===== config.mk =====
export PLATFORM = sky130hd
export DESIGN_NAME = win_addr_gen
export DESIGN_NICKNAME = d
export VERILOG_FILES = /design/src/rtl/wag_pkg.sv /design/src/rtl/wag_setup_regs.sv /design/src/rtl/wag_axis.sv /design/src/rtl/wag_out.sv /design/src/rtl/win_addr_gen.sv
export SDC_FILE = /design/constraint.sdc
export NUM_CORES = 1
export LEC_CHECK = 0
export BUFFER_PORTS_ARGS = -buffer_cell sky130_fd_sc_hd__buf_2
export CAP_MARGIN = 20
export CORE_MARGIN = 2
export CORE_UTILIZATION = 30
export CTS_CLUSTER_DIAMETER = 150
export CTS_CLUSTER_SIZE = 16
export DETAILED_ROUTE_END_ITERATION = 8
export GPL_TIMING_DRIVEN = 0
export HOLD_SLACK_MARGIN = 0.06
export PLACE_DENSITY_LB_ADDON = 0.08
export SYNTH_ARGS = -nofsm -noshare
export SYNTH_HDL_FRONTEND = slang
export SYNTH_SLANG_ARGS = --single-unit

===== constraint.sdc =====
create_clock -name clk -period 12.18 [get_ports clk]
set_input_delay 1.218 -clock clk [delete_from_list [all_inputs] [get_ports clk]]
set_output_delay 1.218 -clock clk [all_outputs]
set_load 0.02 [all_outputs]

===== src/rtl/wag_pkg.sv =====
package wag_pkg;

  typedef enum logic [2:0] {
    REG_COL_LO = 3'd0,
    REG_COL_HI = 3'd1,
    REG_ROW_LO = 3'd2,
    REG_ROW_HI = 3'd3,
    REG_PITCH  = 3'd4,
    REG_MIRROR = 3'd5
  } wag_reg_e;

endpackage


===== src/rtl/wag_setup_regs.sv =====
module wag_setup_regs
  import wag_pkg::*;
#(
  parameter int XW = 10,
  parameter int YW = 10,
  parameter int PW = 11,
  parameter int DW = 11
) (
  input  logic          clk,
  input  logic          rst,
  input  logic          cfg_we,
  input  logic [2:0]    cfg_addr,
  input  logic [DW-1:0] cfg_data,
  input  logic          load,
  output logic [XW-1:0] stg_xlo,
  output logic [XW-1:0] stg_xhi,
  output logic [YW-1:0] stg_ylo,
  output logic [YW-1:0] stg_yhi,
  output logic [PW-1:0] stg_pitch,
  output logic          stg_mx,
  output logic          stg_my,
  output logic [XW-1:0] wrk_xlo,
  output logic [XW-1:0] wrk_xhi,
  output logic [YW-1:0] wrk_ylo,
  output logic [YW-1:0] wrk_yhi,
  output logic [PW-1:0] wrk_pitch,
  output logic          wrk_mx,
  output logic          wrk_my
);

  logic [XW-1:0] pend_xlo, pend_xhi;
  logic [YW-1:0] pend_ylo, pend_yhi;
  logic [PW-1:0] pend_pitch;
  logic [1:0]    pend_mir;

  // Staged view: pending values with inverted bounds clamped
  always_comb begin
    stg_xlo   = pend_xlo;
    stg_xhi   = (pend_xhi < pend_xlo) ? pend_xlo : pend_xhi;
    stg_ylo   = pend_ylo;
    stg_yhi   = (pend_yhi < pend_ylo) ? pend_ylo : pend_yhi;
    stg_pitch = pend_pitch;
    stg_mx    = pend_mir[0];
    stg_my    = pend_mir[1];
  end

  always_ff @(posedge clk) begin
    if (rst) begin
      pend_xlo <= '0; pend_xhi <= '0; pend_ylo <= '0; pend_yhi <= '0;
      pend_pitch <= '0; pend_mir <= '0;
      wrk_xlo <= '0; wrk_xhi <= '0; wrk_ylo <= '0; wrk_yhi <= '0;
      wrk_pitch <= '0; wrk_mx <= 1'b0; wrk_my <= 1'b0;
    end else begin
      if (load) begin
        wrk_xlo   <= stg_xlo;
        wrk_xhi   <= stg_xhi;
        wrk_ylo   <= stg_ylo;
        wrk_yhi   <= stg_yhi;
        wrk_pitch <= stg_pitch;
        wrk_mx    <= stg_mx;
        wrk_my    <= stg_my;
      end
      if (cfg_we) begin
        case (cfg_addr)
          REG_COL_LO: pend_xlo   <= cfg_data[XW-1:0];
          REG_COL_HI: pend_xhi   <= cfg_data[XW-1:0];
          REG_ROW_LO: pend_ylo   <= cfg_data[YW-1:0];
          REG_ROW_HI: pend_yhi   <= cfg_data[YW-1:0];
          REG_PITCH:  pend_pitch <= cfg_data[PW-1:0];
          REG_MIRROR: pend_mir   <= cfg_data[1:0];
          default: ;
        endcase
      end
    end
  end

  // live bounds are never inverted
  a_r9_bounds_ordered: assert property (@(posedge clk) disable iff (rst)
    (wrk_xhi >= wrk_xlo) && (wrk_yhi >= wrk_ylo));

  // live setup changes only on a restart pulse
  a_r2_live_stable: assert property (@(posedge clk) disable iff (rst)
    !load |=> ($stable(wrk_xlo) && $stable(wrk_xhi) && $stable(wrk_pitch)
               && $stable(wrk_mx) && $stable(wrk_my)));

endmodule


===== src/rtl/wag_axis.sv =====
module wag_axis #(
  parameter int W = 10
) (
  input  logic         clk,
  input  logic         rst,
  input  logic         load,
  input  logic         step,
  input  logic [W-1:0] stg_lo,
  input  logic [W-1:0] stg_hi,
  input  logic         stg_mir,
  input  logic [W-1:0] wrk_lo,
  input  logic [W-1:0] wrk_hi,
  input  logic         wrk_mir,
  output logic [W-1:0] pos_nxt,
  output logic         last_nxt,
  output logic         at_last
);

  logic [W-1:0] pos_q;
  logic [W-1:0] first_w, final_w, first_s, final_s;

  always_comb begin
    first_w = wrk_mir ? wrk_hi : wrk_lo;
    final_w = wrk_mir ? wrk_lo : wrk_hi;
    first_s = stg_mir ? stg_hi : stg_lo;
    final_s = stg_mir ? stg_lo : stg_hi;
    at_last = (pos_q == final_w);
    if (load)
      pos_nxt = first_s;
    else if (step)
      pos_nxt = at_last ? first_w : (wrk_mir ? pos_q - W'(1) : pos_q + W'(1));
    else
      pos_nxt = pos_q;
    last_nxt = load ? (first_s == final_s) : (pos_nxt == final_w);
  end

  always_ff @(posedge clk) begin
    if (rst) pos_q <= '0;
    else     pos_q <= pos_nxt;
  end

  // a step inside the span moves one position in the mirror direction
  a_r6_r7_step_dir: assert property (@(posedge clk) disable iff (rst)
    (step && !load && !at_last) |=>
      (pos_q == ($past(wrk_mir) ? $past(pos_q) - W'(1) : $past(pos_q) + W'(1))));

  // a restart places the axis at its new first position
  a_r10_load_first: assert property (@(posedge clk) disable iff (rst)
    load |=> (pos_q == ($past(stg_mir) ? $past(stg_hi) : $past(stg_lo))));

endmodule


===== src/rtl/wag_out.sv =====
module wag_out #(
  parameter int XW = 10,
  parameter int YW = 10,
  parameter int PW = 11,
  parameter int AW = 20
) (
  input  logic          clk,
  input  logic          rst,
  input  logic          act_nxt,
  input  logic          lin_nxt,
  input  logic [AW-1:0] lcnt_nxt,
  input  logic [XW-1:0] x_nxt,
  input  logic [YW-1:0] y_nxt,
  input  logic [PW-1:0] pitch_nxt,
  input  logic          xl_nxt,
  input  logic          yl_nxt,
  output logic [AW-1:0] addr_o,
  output logic          valid_o,
  output logic          eol_o,
  output logic          eow_o
);

  localparam int FW = YW + PW + 1;

  logic [FW-1:0] win_addr;
  logic [AW-1:0] addr_d;
  logic          eol_d;

  always_comb begin
    win_addr = FW'(y_nxt) * FW'(pitch_nxt) + FW'(x_nxt);
    addr_d   = lin_nxt ? lcnt_nxt : AW'(win_addr);
    eol_d    = act_nxt && !lin_nxt && xl_nxt;
  end

  always_ff @(posedge clk) begin
    if (rst) begin
      addr_o  <= '0;
      valid_o <= 1'b0;
      eol_o   <= 1'b0;
      eow_o   <= 1'b0;
    end else begin
      addr_o  <= addr_d;
      valid_o <= act_nxt;
      eol_o   <= eol_d;
      eow_o   <= eol_d && yl_nxt;
    end
  end

  // window end always coincides with a row end
  a_r8_eow_has_eol: assert property (@(posedge clk) disable iff (rst)
    eow_o |-> (eol_o && valid_o));

endmodule


===== src/rtl/win_addr_gen.sv =====
module win_addr_gen #(
  parameter int XW = 10,
  parameter int YW = 10,
  parameter int PW = 11,
  parameter int AW = 20,
  parameter int DW = 11
) (
  input  logic          clk,
  input  logic          rst,
  input  logic          cfg_we,
  input  logic [2:0]    cfg_addr,
  input  logic [DW-1:0] cfg_data,
  input  logic          win_mode_n,
  input  logic          port_rst,
  input  logic          port_en,
  output logic [AW-1:0] addr_o,
  output logic          valid_o,
  output logic          eol_o,
  output logic          eow_o
);

  logic [XW-1:0] stg_xlo, stg_xhi, wrk_xlo, wrk_xhi, x_nxt;
  logic [YW-1:0] stg_ylo, stg_yhi, wrk_ylo, wrk_yhi, y_nxt;
  logic [PW-1:0] stg_pitch, wrk_pitch, pitch_nxt;
  logic          stg_mx, stg_my, wrk_mx, wrk_my;
  logic          x_last, y_last, xl_nxt, yl_nxt;
  logic          act_q, lin_q, act_nxt, lin_nxt;
  logic [AW-1:0] lcnt_q, lcnt_nxt;
  logic          win_go, x_step, y_step;

  wag_setup_regs #(.XW(XW), .YW(YW), .PW(PW), .DW(DW)) u_setup (
    .clk(clk), .rst(rst), .cfg_we(cfg_we), .cfg_addr(cfg_addr),
    .cfg_data(cfg_data), .load(port_rst),
    .stg_xlo(stg_xlo), .stg_xhi(stg_xhi), .stg_ylo(stg_ylo), .stg_yhi(stg_yhi),
    .stg_pitch(stg_pitch), .stg_mx(stg_mx), .stg_my(stg_my),
    .wrk_xlo(wrk_xlo), .wrk_xhi(wrk_xhi), .wrk_ylo(wrk_ylo), .wrk_yhi(wrk_yhi),
    .wrk_pitch(wrk_pitch), .wrk_mx(wrk_mx), .wrk_my(wrk_my)
  );

  always_comb begin
    win_go    = port_en && act_q && !lin_q && !port_rst;
    x_step    = win_go && !(x_last && y_last);
    y_step    = win_go && x_last && !y_last;
    act_nxt   = port_rst ? 1'b1 : ((win_go && x_last && y_last) ? 1'b0 : act_q);
    lin_nxt   = port_rst ? win_mode_n : lin_q;
    lcnt_nxt  = port_rst ? '0 : ((port_en && act_q && lin_q) ? lcnt_q + AW'(1) : lcnt_q);
    pitch_nxt = port_rst ? stg_pitch : wrk_pitch;
  end

  wag_axis #(.W(XW)) u_col (
    .clk(clk), .rst(rst), .load(port_rst), .step(x_step),
    .stg_lo(stg_xlo), .stg_hi(stg_xhi), .stg_mir(stg_mx),
    .wrk_lo(wrk_xlo), .wrk_hi(wrk_xhi), .wrk_mir(wrk_mx),
    .pos_nxt(x_nxt), .last_nxt(xl_nxt), .at_last(x_last)
  );

  wag_axis #(.W(YW)) u_row (
    .clk(clk), .rst(rst), .load(port_rst), .step(y_step),
    .stg_lo(stg_ylo), .stg_hi(stg_yhi), .stg_mir(stg_my),
    .wrk_lo(wrk_ylo), .wrk_hi(wrk_yhi), .wrk_mir(wrk_my),
    .pos_nxt(y_nxt), .last_nxt(yl_nxt), .at_last(y_last)
  );

  always_ff @(posedge clk) begin
    if (rst) begin
      act_q  <= 1'b0;
      lin_q  <= 1'b0;
      lcnt_q <= '0;
    end else begin
      act_q  <= act_nxt;
      lin_q  <= lin_nxt;
      lcnt_q <= lcnt_nxt;
    end
  end

  wag_out #(.XW(XW), .YW(YW), .PW(PW), .AW(AW)) u_out (
    .clk(clk), .rst(rst), .act_nxt(act_nxt), .lin_nxt(lin_nxt),
    .lcnt_nxt(lcnt_nxt), .x_nxt(x_nxt), .y_nxt(y_nxt), .pitch_nxt(pitch_nxt),
    .xl_nxt(xl_nxt), .yl_nxt(yl_nxt),
    .addr_o(addr_o), .valid_o(valid_o), .eol_o(eol_o), .eow_o(eow_o)
  );

  // reset leaves the port idle at address zero
  a_r1_reset_idle: assert property (@(posedge clk)
    rst |=> (!valid_o && !eol_o && !eow_o && addr_o == '0));

  // without enable or restart nothing moves
  a_r4_hold: assert property (@(posedge clk) disable iff (rst)
    (!port_en && !port_rst) |=> ($stable(addr_o) && $stable(valid_o) && $stable(eol_o)));

  // enabling the final word closes the traversal
  a_r8_close: assert property (@(posedge clk) disable iff (rst)
    (valid_o && eow_o && port_en && !port_rst) |=> !valid_o);

  // linear traversal never flags row or window ends
  a_r3_lin_no_marks: assert property (@(posedge clk) disable iff (rst)
    lin_q |-> (!eol_o && !eow_o));

endmodule


## After elaboration in Yosys (flattened, before gate mapping)

Index checks and enable logic that the tools add are counted.

- Register bits: 170
- Bits in latches: 0
- Memory bits (writable): 0
- Memory bits (read-only): 0
- Output and inout port bits: 23
- Word-level logic and storage cells: 92
- Memories: 0

- Add/subtract/negate cells: 6
- $mul: 1
- Div/mod/pow operators: 0
- $lt $le $gt $ge: 2
- Equality and inequality tests: 11
- Shifts and indexed selects: 0
- Mux-type cells: 27
- Bitwise logic cells: 0
- Reduce and logical (&&, ||, !) cells: 24

Operators with widths:

| operator | count |
|---|---|
| 2-to-1 mux 10 bit | 18 |
| equality test 10 bit | 6 |
| 2-to-1 mux 20 bit | 3 |
| adder 10 x 1 -> 10 bit, second input constant | 2 |
| adder 20 x 1 -> 20 bit, second input constant | 1 |
| adder 20 x 10 -> 20 bit | 1 |
| less-than comparator 10 bit | 2 |
| multiplier 10 x 11 -> 20 bit | 1 |
| subtractor 10 x 1 -> 10 bit, second input constant | 2 |
| logical AND 1 bit | 12 |
| AND reduction 2 bit | 6 |
| 2-to-1 mux 11 bit | 1 |
| equality test 3 x 2 -> 1 bit, second input constant | 2 |
| equality test 3 bit, second input constant | 2 |
| zero test 1 bit | 5 |
| 2-to-1 mux 1 bit | 5 |
| equality test 3 x 1 -> 1 bit, second input constant | 1 |
| zero test 3 bit | 1 |

## Logic depth before layout (Yosys ltp)

Gate-level depths: netlist of run 1.

- Depth after elaboration: 11
- Mapped depth: 34
- Depth with buffers taken out: 31

## Cells and area by module

Synthesis of run 1 repeated with hierarchy kept, for this count alone.

- Cells, all modules: 1742
- Area, all modules: 14472.6 µm²

Modules (own cells, without submodules):

| module | instances | cells an instance | area each (µm²) | seq. area each (µm²) |
|---|---|---|---|---|
| wag_out | 1 | 550 | 4739.5 | 460.4 |
| wag_setup_regs | 1 | 543 | 4485.6 | 2122.0 |
| wag_axis | 2 | 239 | 1915.6 | 200.2 |
| win_addr_gen | 1 | 171 | 1416.4 | 440.4 |

## Worst setup path after synthesis of run 1

OpenSTA, ideal clock, no wires.

- Path kind: input port to flip-flop
- Start point: in port_rst
- End point: reg u_out.addr_o[16]
- Setup time: 0.086 ns
- Data arrival time: 7.733 ns
- Required time: 12.094 ns
- Path slack: 4.361 ns
- Stages: 30
- Path through: clkbuf_1 clkbuf_1 buf_2 buf_1 buf_1 mux2i_1 clkbuf_1 nand2b_1 fa_1 inv_1 ha_1 inv_1 fa_1 inv_1 ha_1 inv_1 fa_1 inv_1 ha_1 nor2b_1 o21ai_0 a21boi_0 o21ai_0 a21boi_0 o21ai_0 a21oi_1 o311ai_0 a211oi_1 o2111a_1 a211oi_1

- Word-level cells in the longest chain between the ends: 9
- Elaborated cells between the ends (all ways): 15

Ends and longest elaborated chain:

| item | line | RTL |
|---|---|---|
| from (decl) | win_addr_gen.sv:14 | `input logic port_rst,` |
| zero test 1 bit | win_addr_gen.sv:41 | `win_go = port_en && act_q && !lin_q && !port_rst;` |
| logical AND 1 bit | win_addr_gen.sv:41 |  |
| logical AND 1 bit (2 in a row) | win_addr_gen.sv:43 | `y_step = win_go && x_last && !y_last;` |
| 2-to-1 mux 10 bit | wag_axis.sv:30 | `else if (step)` |
| 2-to-1 mux 10 bit | wag_axis.sv:28 | `if (load)` |
| multiplier 10 x 11 -> 20 bit | wag_out.sv:30 | `win_addr = FW'(y_nxt) * FW'(pitch_nxt) + FW'(x_nxt);` |
| adder 20 x 10 -> 20 bit | wag_out.sv:30 |  |
| 2-to-1 mux 20 bit * | wag_out.sv:31 | `addr_d = lin_nxt ? lcnt_nxt : AW'(win_addr);` |
| to (signal assigned) | wag_out.sv:42 | `addr_o <= addr_d;` |
| to (decl) | wag_out.sv:17 | `output logic [AW-1:0] addr_o,` |

Mark *: on every way between the ends. The rest lies on a longest branch, timed or not.
A chain may end at the register's enable or synchronous reset.

## Worst setup path after layout of run 1

Ends and elaborated chain as after synthesis.

==> results of run 1 <==
==> registers in the layout, indices dropped and copies added, names as in the netlist, 11 cells and up <==
register	cells
u_setup.stg_pitch	11
u_out.addr_o	20
lcnt_q	20
u_setup.wrk_pitch	11
==> worst register-to-register path: cells and delay by family (launching register included) <==
family / cells / cell delay, ns
muxes: 1 / 0.35
DFF: 1 / 0.62
buffers and inverters: 6 / 1.00
xor gates and xnor gates: 1 / 0.15
adders and majority gates: 6 / 2.56
and+or+nand+nor: 4 / 1.31
AOI/OAI and AO/OA: 11 / 2.91
==> worst min path at each step <==
stage	end	depth (start not counted)
CTS	u_setup.stg_pitch[9]	2
global placement	u_setup.stg_pitch[8]	2
global route	u_setup.stg_pitch[9]	2
detailed placement	u_setup.stg_pitch[9]	2
floorplan	u_setup.stg_pitch[8]	2
finish	u_setup.stg_pitch[9]	2
==> Yosys cell counts (39+ instances only) <==
master,number,area [um2]
nand2_1,205,769
fa_1,81,1620
nand3_1,43,215
xnor2_1,55,482
clkbuf_1,49,184
inv_1,150,563
xor2_1,39,342
mux2i_1,76,761
dfxtp_1,170,3400
nor3_1,42,210
ha_1,92,1150
a21oi_1,103,515
nor2_1,166,623
==> metal layers <==
layer  up-vias  wire, um  global-route usage, %
li1       5576         -                      -
met1      5477     21300                   26.9
met2       188     20600                   32.6
met3        47      1190                   1.92
met4         0       878                   6.09
met5         -         0                      0
==> cells in the final DEF, fill, tap and decap left out, drive strengths merged, types with 58 or more instances in the layout <==
| cell type | instances |
|---|---|
| a21oi | 103 |
| buf | 58 |
| clkbuf | 70 |
| dfxtp | 170 |
| fa | 81 |
| ha | 92 |
| inv | 156 |
| mux2i | 82 |
| nand2 | 206 |
| nor2 | 168 |
==> power breakdown <==
group / switching, mW / total (mW) / internal, mW
sequential: 0.0158 / 0.587 / 0.571
combinational: 0.159 / 0.240 / 0.0809
clock: 0.265 / 0.569 / 0.304
total: 0.440 / 1.40 / 0.956
==> cell type report <==
cell class	count	area, um2	share of cell area [%]
Multi-Input combinational cell	1221	9170	61.2
Clock buffer	20	467	3.12
Sequential cell	170	3400	22.7
Buffer	65	285	1.90
Clock inverter	12	130	0.869
Timing Repair Buffer	43	218	1.45
Inverter	150	563	3.76
Tap cell	592	741	4.95
==> cells by family (layout without fill, tap and decap cells) <==
logic type,count (synthesis),count (layout),synth area share (%)
compound gates,257,257,12.4
mux,108,108,8.68
fa+ha+maj,173,173,20.7
simple gates,589,589,20.5
buf+inv,215,290,6.32
xor+xnor,94,94,6.13
flops,170,170,25.4
==> out/metrics.yaml, run 1 <==
yosys:
  syn-num-nets: 1799
  ys.flop_type: "dfxtp_1"
  yosys_warnings: 0
  synth.cell_area_mm2: 0.0134
  ys_ff_latch: 170
  syn-instance-count: 1606
  async_flop_share_pct: 0
  synth_cell_types: 74
  synth_edf_count: 0
  avgSynthCellArea_um2: 8.36
  ys_seq_area_share_pct: 25.4
global_routing:
  antenna_found_initial: 0
  grt_first_pass_wirelength_mm: 69.2
  grt_usage_pct: 19.6
  first_global_vias: 11500
  grt_overflow: 0
  grt_max_degree: 17
layout:
  fin_nets: 1861
  final_area_mm2: 0.0150
  fillCellCount: 4683
  layout-drive-gt1-share_pct: 8.21
  syn_to_final_growth_pct: 11.6
  final_cell_count_no_fill: 2273
  final_util_pct: 33.9
  num_antenna_cells: 0
worst_setup_path:
  cp-end-kind: "flip-flop"
  cp_max_fo: 10
  arrival_ns: 10.52
  crit_start: "port_rst"
  cpMostUsedCell: "o21ai_0"
  worstPathRequired_ns: 12.56
  r2r-start: "u_setup.wrk_mx"
  critPathBufInv: 8
  cp_top_family: "compound AO/OA/AOI/OAI gates"
  crit_cells: 26
  worstSetupPathType: "in2reg"
  slowest_stage: "o311ai_0"
  start_kind: "primary input"
  max_stage_delay_ns: 0.91
  reg2reg_slack_ns: 3.21
  regToRegEndpoint: "u_out.addr_o[16]"
  crit_end: "u_out.addr_o[16]"
  r2r_cells: 29
detailed_routing:
  wl_per_cell_um: 19.3
  wl_mm: 43.9
  drt_iter0_drc: 688
  via_per_inst: 4.97
  drc: 0
  num_vias: 11300
  drt.antenna.violating_nets: 0
  dr.pass1.iters: 5
place:
  dp_cells: 2239
  portBuffers: 40
  dpl_cell_area_mm2: 0.0144
  dp_slack_ns: 1.67
  gp_congestion: 0.855
  hpwl_mm: 35.0
pwr:
  ir_drop_v: 0.0000612
  power.density_mw_per_mm2: 93.2
  p_total_mw: 1.40
  p_leak_nw: 6.38
die:
  core_mm2: 0.0442
  rows: 77
  initial_core_util_pct: 30.3
  ioPinCount: 43
  die_x_um: 216
  fp.dieH_um: 216
  dieArea_mm2: 0.0464
cts:
  clk_latency_ns: 0.47
  path_clk_slew_ns: 0.07
  clkSinkCount: 170
  cts_setup_buffers: 0
  ctsHoldBuffers: 0
  cts_buffers: 17
  cts_resized: 0
  clock_path_buffers: 2
  cts_htree_levels: 4
  cts_root_buf: "clkbuf_16"
  tritoncts: "done"
sta:
  finalCritPeriodShare_pct: 83.3
  hold_viol_final: 0
  fin_ws_ns: 2.03
  worst_slew_pin_slew_ns: 1.08
  fin_tns_setup_ns: 0
  maxSlewViolCount: 0
  grt_setup_unrepaired: "no"
  hold_ws_ns: 0.468
  timing.fmax_mhz: 98.6
  slew_headroom_pct: 26.8
  clock_skew_ns: 0.0126
  layout_min_cycle_time_ns: 10.15
  setup_viol: 0
min_path:
  hold_start: "u_setup.stg_pitch[9]"
  worstHoldPathType: "reg2reg"
run_status:
  status: "completed"
job:
  cap_violations: 0
Note: power is estimated with default switching activity, not from simulation.
==> inputs of run 2 (changes only) <==
==> constraint.sdc (replaced) <==
create_clock -name clk -period 9.83 [get_ports clk]
set_input_delay 0.983 -clock clk [delete_from_list [all_inputs] [get_ports clk]]
set_output_delay 0.983 -clock clk [all_outputs]
set_load 0.02 [all_outputs]
==> run 2 against run 1 <==
Wire length barely moved; worst hold slack is essentially flat; critical path type unchanged; largest power group unchanged; global-route usage unchanged; highest routed layer unchanged; sequential power increased by 24%; utilization hardly changed; critical endpoint unchanged; cell count unchanged; register-to-register slack got worse by 2.1 ns; non-clock buffer count stayed put; critical path depth increased by 1; via count is essentially flat; largest cell class unchanged; final area barely moved; clock power up 24%.
==> out/metrics.yaml, run 2 (same netlist as run 1, synthesis figures left out) <==
layout:
  final_common_cell: "nand2_1"
  syn_to_final_growth_pct: 11.6  # about the same
  fin_nets: 1861  # unchanged
  layout-drive-gt1-share_pct: 8.33  # +0.12 points
  layout_common_cells: "205 x nand2_1, 170 x dfxtp_1, 166 x nor2_1"
  top_regs: "lcnt_q: 20 flops, u_out.addr_o: 20 flops"
  num_antenna_cells: 0  # unchanged
cts:
  cts_htree_levels: 4  # unchanged
  tritoncts: "done"
  ctsHoldBuffers: 0  # unchanged
  cts_buffers: 17  # unchanged
  cts_root_buf: "clkbuf_16"
  clkSinkCount: 170  # unchanged
  clock_path_buffers: 2  # unchanged
  path_clk_slew_ns: 0.07  # about the same
  clk_latency_ns: 0.47  # about the same
detailed_routing:
  wl_mm: 43.9  # about the same
  drt.antenna.violating_nets: 0  # unchanged
  via_per_inst: 4.97  # about the same
  dr.pass1.iters: 5  # unchanged
  drc: 0  # unchanged
  num_vias: 11300  # +0.089%
  wl_per_cell_um: 19.3  # about the same
  drt_iter0_drc: 688  # unchanged
global_routing:
  grt_first_pass_wirelength_mm: 69.2  # unchanged
  first_global_vias: 11500  # unchanged
  grt_overflow: 0  # unchanged
  antenna_found_initial: 0  # unchanged
  grt_max_degree: 17  # unchanged
  grt_usage_pct: 19.6  # unchanged
place:
  gp_congestion: 0.855  # unchanged
  hpwl_mm: 35.0  # unchanged
  portBuffers: 40  # unchanged
worst_setup_path:
  arrival_ns: 9.54  # -0.98 ns
  crit_start: "port_rst"
  r2r-start: "u_setup.wrk_mx"
  regToRegEndpoint: "u_out.addr_o[16]"
  worstSetupPathType: "in2reg"
  crit_end: "u_out.addr_o[16]"
  cp_max_fo: 10  # unchanged
  worstPathRequired_ns: 10.21  # -2.35 ns
  r2r_cells: 29  # unchanged
  reg2reg_slack_ns: 1.16  # -2.05 ns
  cp-end-kind: "flip-flop"
  start_kind: "primary input"
die:
  core_mm2: 0.0442  # unchanged
  dieArea_mm2: 0.0464  # unchanged
  fp.dieH_um: 216  # unchanged
  initial_core_util_pct: 30.3  # unchanged
  rows: 77  # unchanged
  ioPinCount: 43  # unchanged
  die_x_um: 216  # unchanged
job:
  cap_violations: 0  # unchanged
sta:
  hold_viol_final: 0  # unchanged
  timing.fmax_mhz: 109
  grt_setup_unrepaired: "no"
  finalCritPeriodShare_pct: 93.3
  maxSlewViolCount: 0  # unchanged
  worst_slew_pin_slew_ns: 1.02  # -0.0677 ns
  setup_viol: 0  # unchanged
  slew_headroom_pct: 31.5  # +4.7 points
  hold_ws_ns: 0.468  # -0.0000130 ns
  layout_min_cycle_time_ns: 9.17
  clock_skew_ns: 0.0123  # -0.000329 ns
pwr:
  power.density_mw_per_mm2: 115  # +24%
  p_leak_nw: 6.39  # +0.19%
  ir_drop_v: 0.0000758  # +24%
  p_total_mw: 1.73  # +24%
min_path:
  worstHoldPathType: "reg2reg"
run_status:
  status: "completed"
## run 2: layout make-up
class	count	area, um2
Clock inverter	12	130
Buffer	65	288
Tap cell	592	741
Inverter	150	563
Fill cell	4685	29200
Clock buffer	20	467
Multi-Input combinational cell	1221	9170
Timing Repair Buffer	43	218
Sequential cell	170	3400
## run 2: per-stage QoR
stage          setup TNS (ns)  worst slack [ns]  cells  utilization [%]  cell area, um2
2_1_floorplan               0              2.25   1606                -           13400
6_report                    0             0.663   2273             33.9           15000
5_1_grt                     0           0.00612   2273             33.9           15000
3_3_place_gp            -1.12            -0.435   2238             32.5           14400
4_1_cts                     0          0.000100   2271             33.8           15000
3_5_place_dp            -1.17            -0.443   2239             32.5           14400
## run 2: what timing repair did
item,4_1_cts,5_1_grt
setup buffers,0,0
gates resized for setup,0,4
setup endpoints to repair,0,5
endpoints found under the hold margin,0,0
## run 2: how the worst min path moves through the flow
| stage | slack (ns) | startpoint | depth (start not counted) | endpoint |
|---|---|---|---|---|
| 3_5_place_dp | 0.46 | u_setup.stg_pitch[9] | 2 | u_setup.stg_pitch[9] |
| 5_1_grt | 0.49 | u_setup.stg_pitch[9] | 2 | u_setup.stg_pitch[9] |
| 3_3_place_gp | 0.46 | u_setup.stg_pitch[8] | 2 | u_setup.stg_pitch[8] |
| 4_1_cts | 0.47 | u_setup.stg_pitch[9] | 2 | u_setup.stg_pitch[9] |
| 2_1_floorplan | 0.43 | u_setup.stg_pitch[8] | 2 | u_setup.stg_pitch[8] |
| 6_report | 0.47 | u_setup.stg_pitch[9] | 2 | u_setup.stg_pitch[9] |
## run 2: where the power goes
part | total [mW] | internal (mW) | switching (mW)
clock | 0.705 | 0.377 | 0.328
sequential | 0.727 | 0.707 | 0.0195
combinational | 0.297 | 0.100 | 0.197
## run 2: worst max-delay path, stage by stage
cell      delay [ns]
clkbuf_1        0.55
clkbuf_1        0.49
buf_2           0.44
buf_1           0.58
clkbuf_1        0.67
o31a_1          0.24
clkbuf_1        0.37
nand2_1         0.15
fa_1            0.55
inv_1           0.04
ha_1            0.20
fa_1            0.54
inv_1           0.05
fa_1            0.46
fa_1            0.54
inv_1           0.04
ha_1            0.32
o21ai_0         0.12
a21boi_0        0.16
o21ai_0         0.21
a21boi_0        0.14
o21ai_0         0.24
a21oi_1         0.15
o311ai_1        0.64
a211oi_1        0.20
o2111a_1        0.28
a211oi_1        0.17
## run 2: routing by layer
layer | up-vias | part of all wire, % | GRT usage [%]
met5 | - | 0 | 0
met1 | 5484 | 49 | 26.9
met4 | 0 | 2.0 | 6.09
met2 | 191 | 47 | 32.6
li1 | 5576 | - | -
met3 | 47 | 2.7 | 1.92
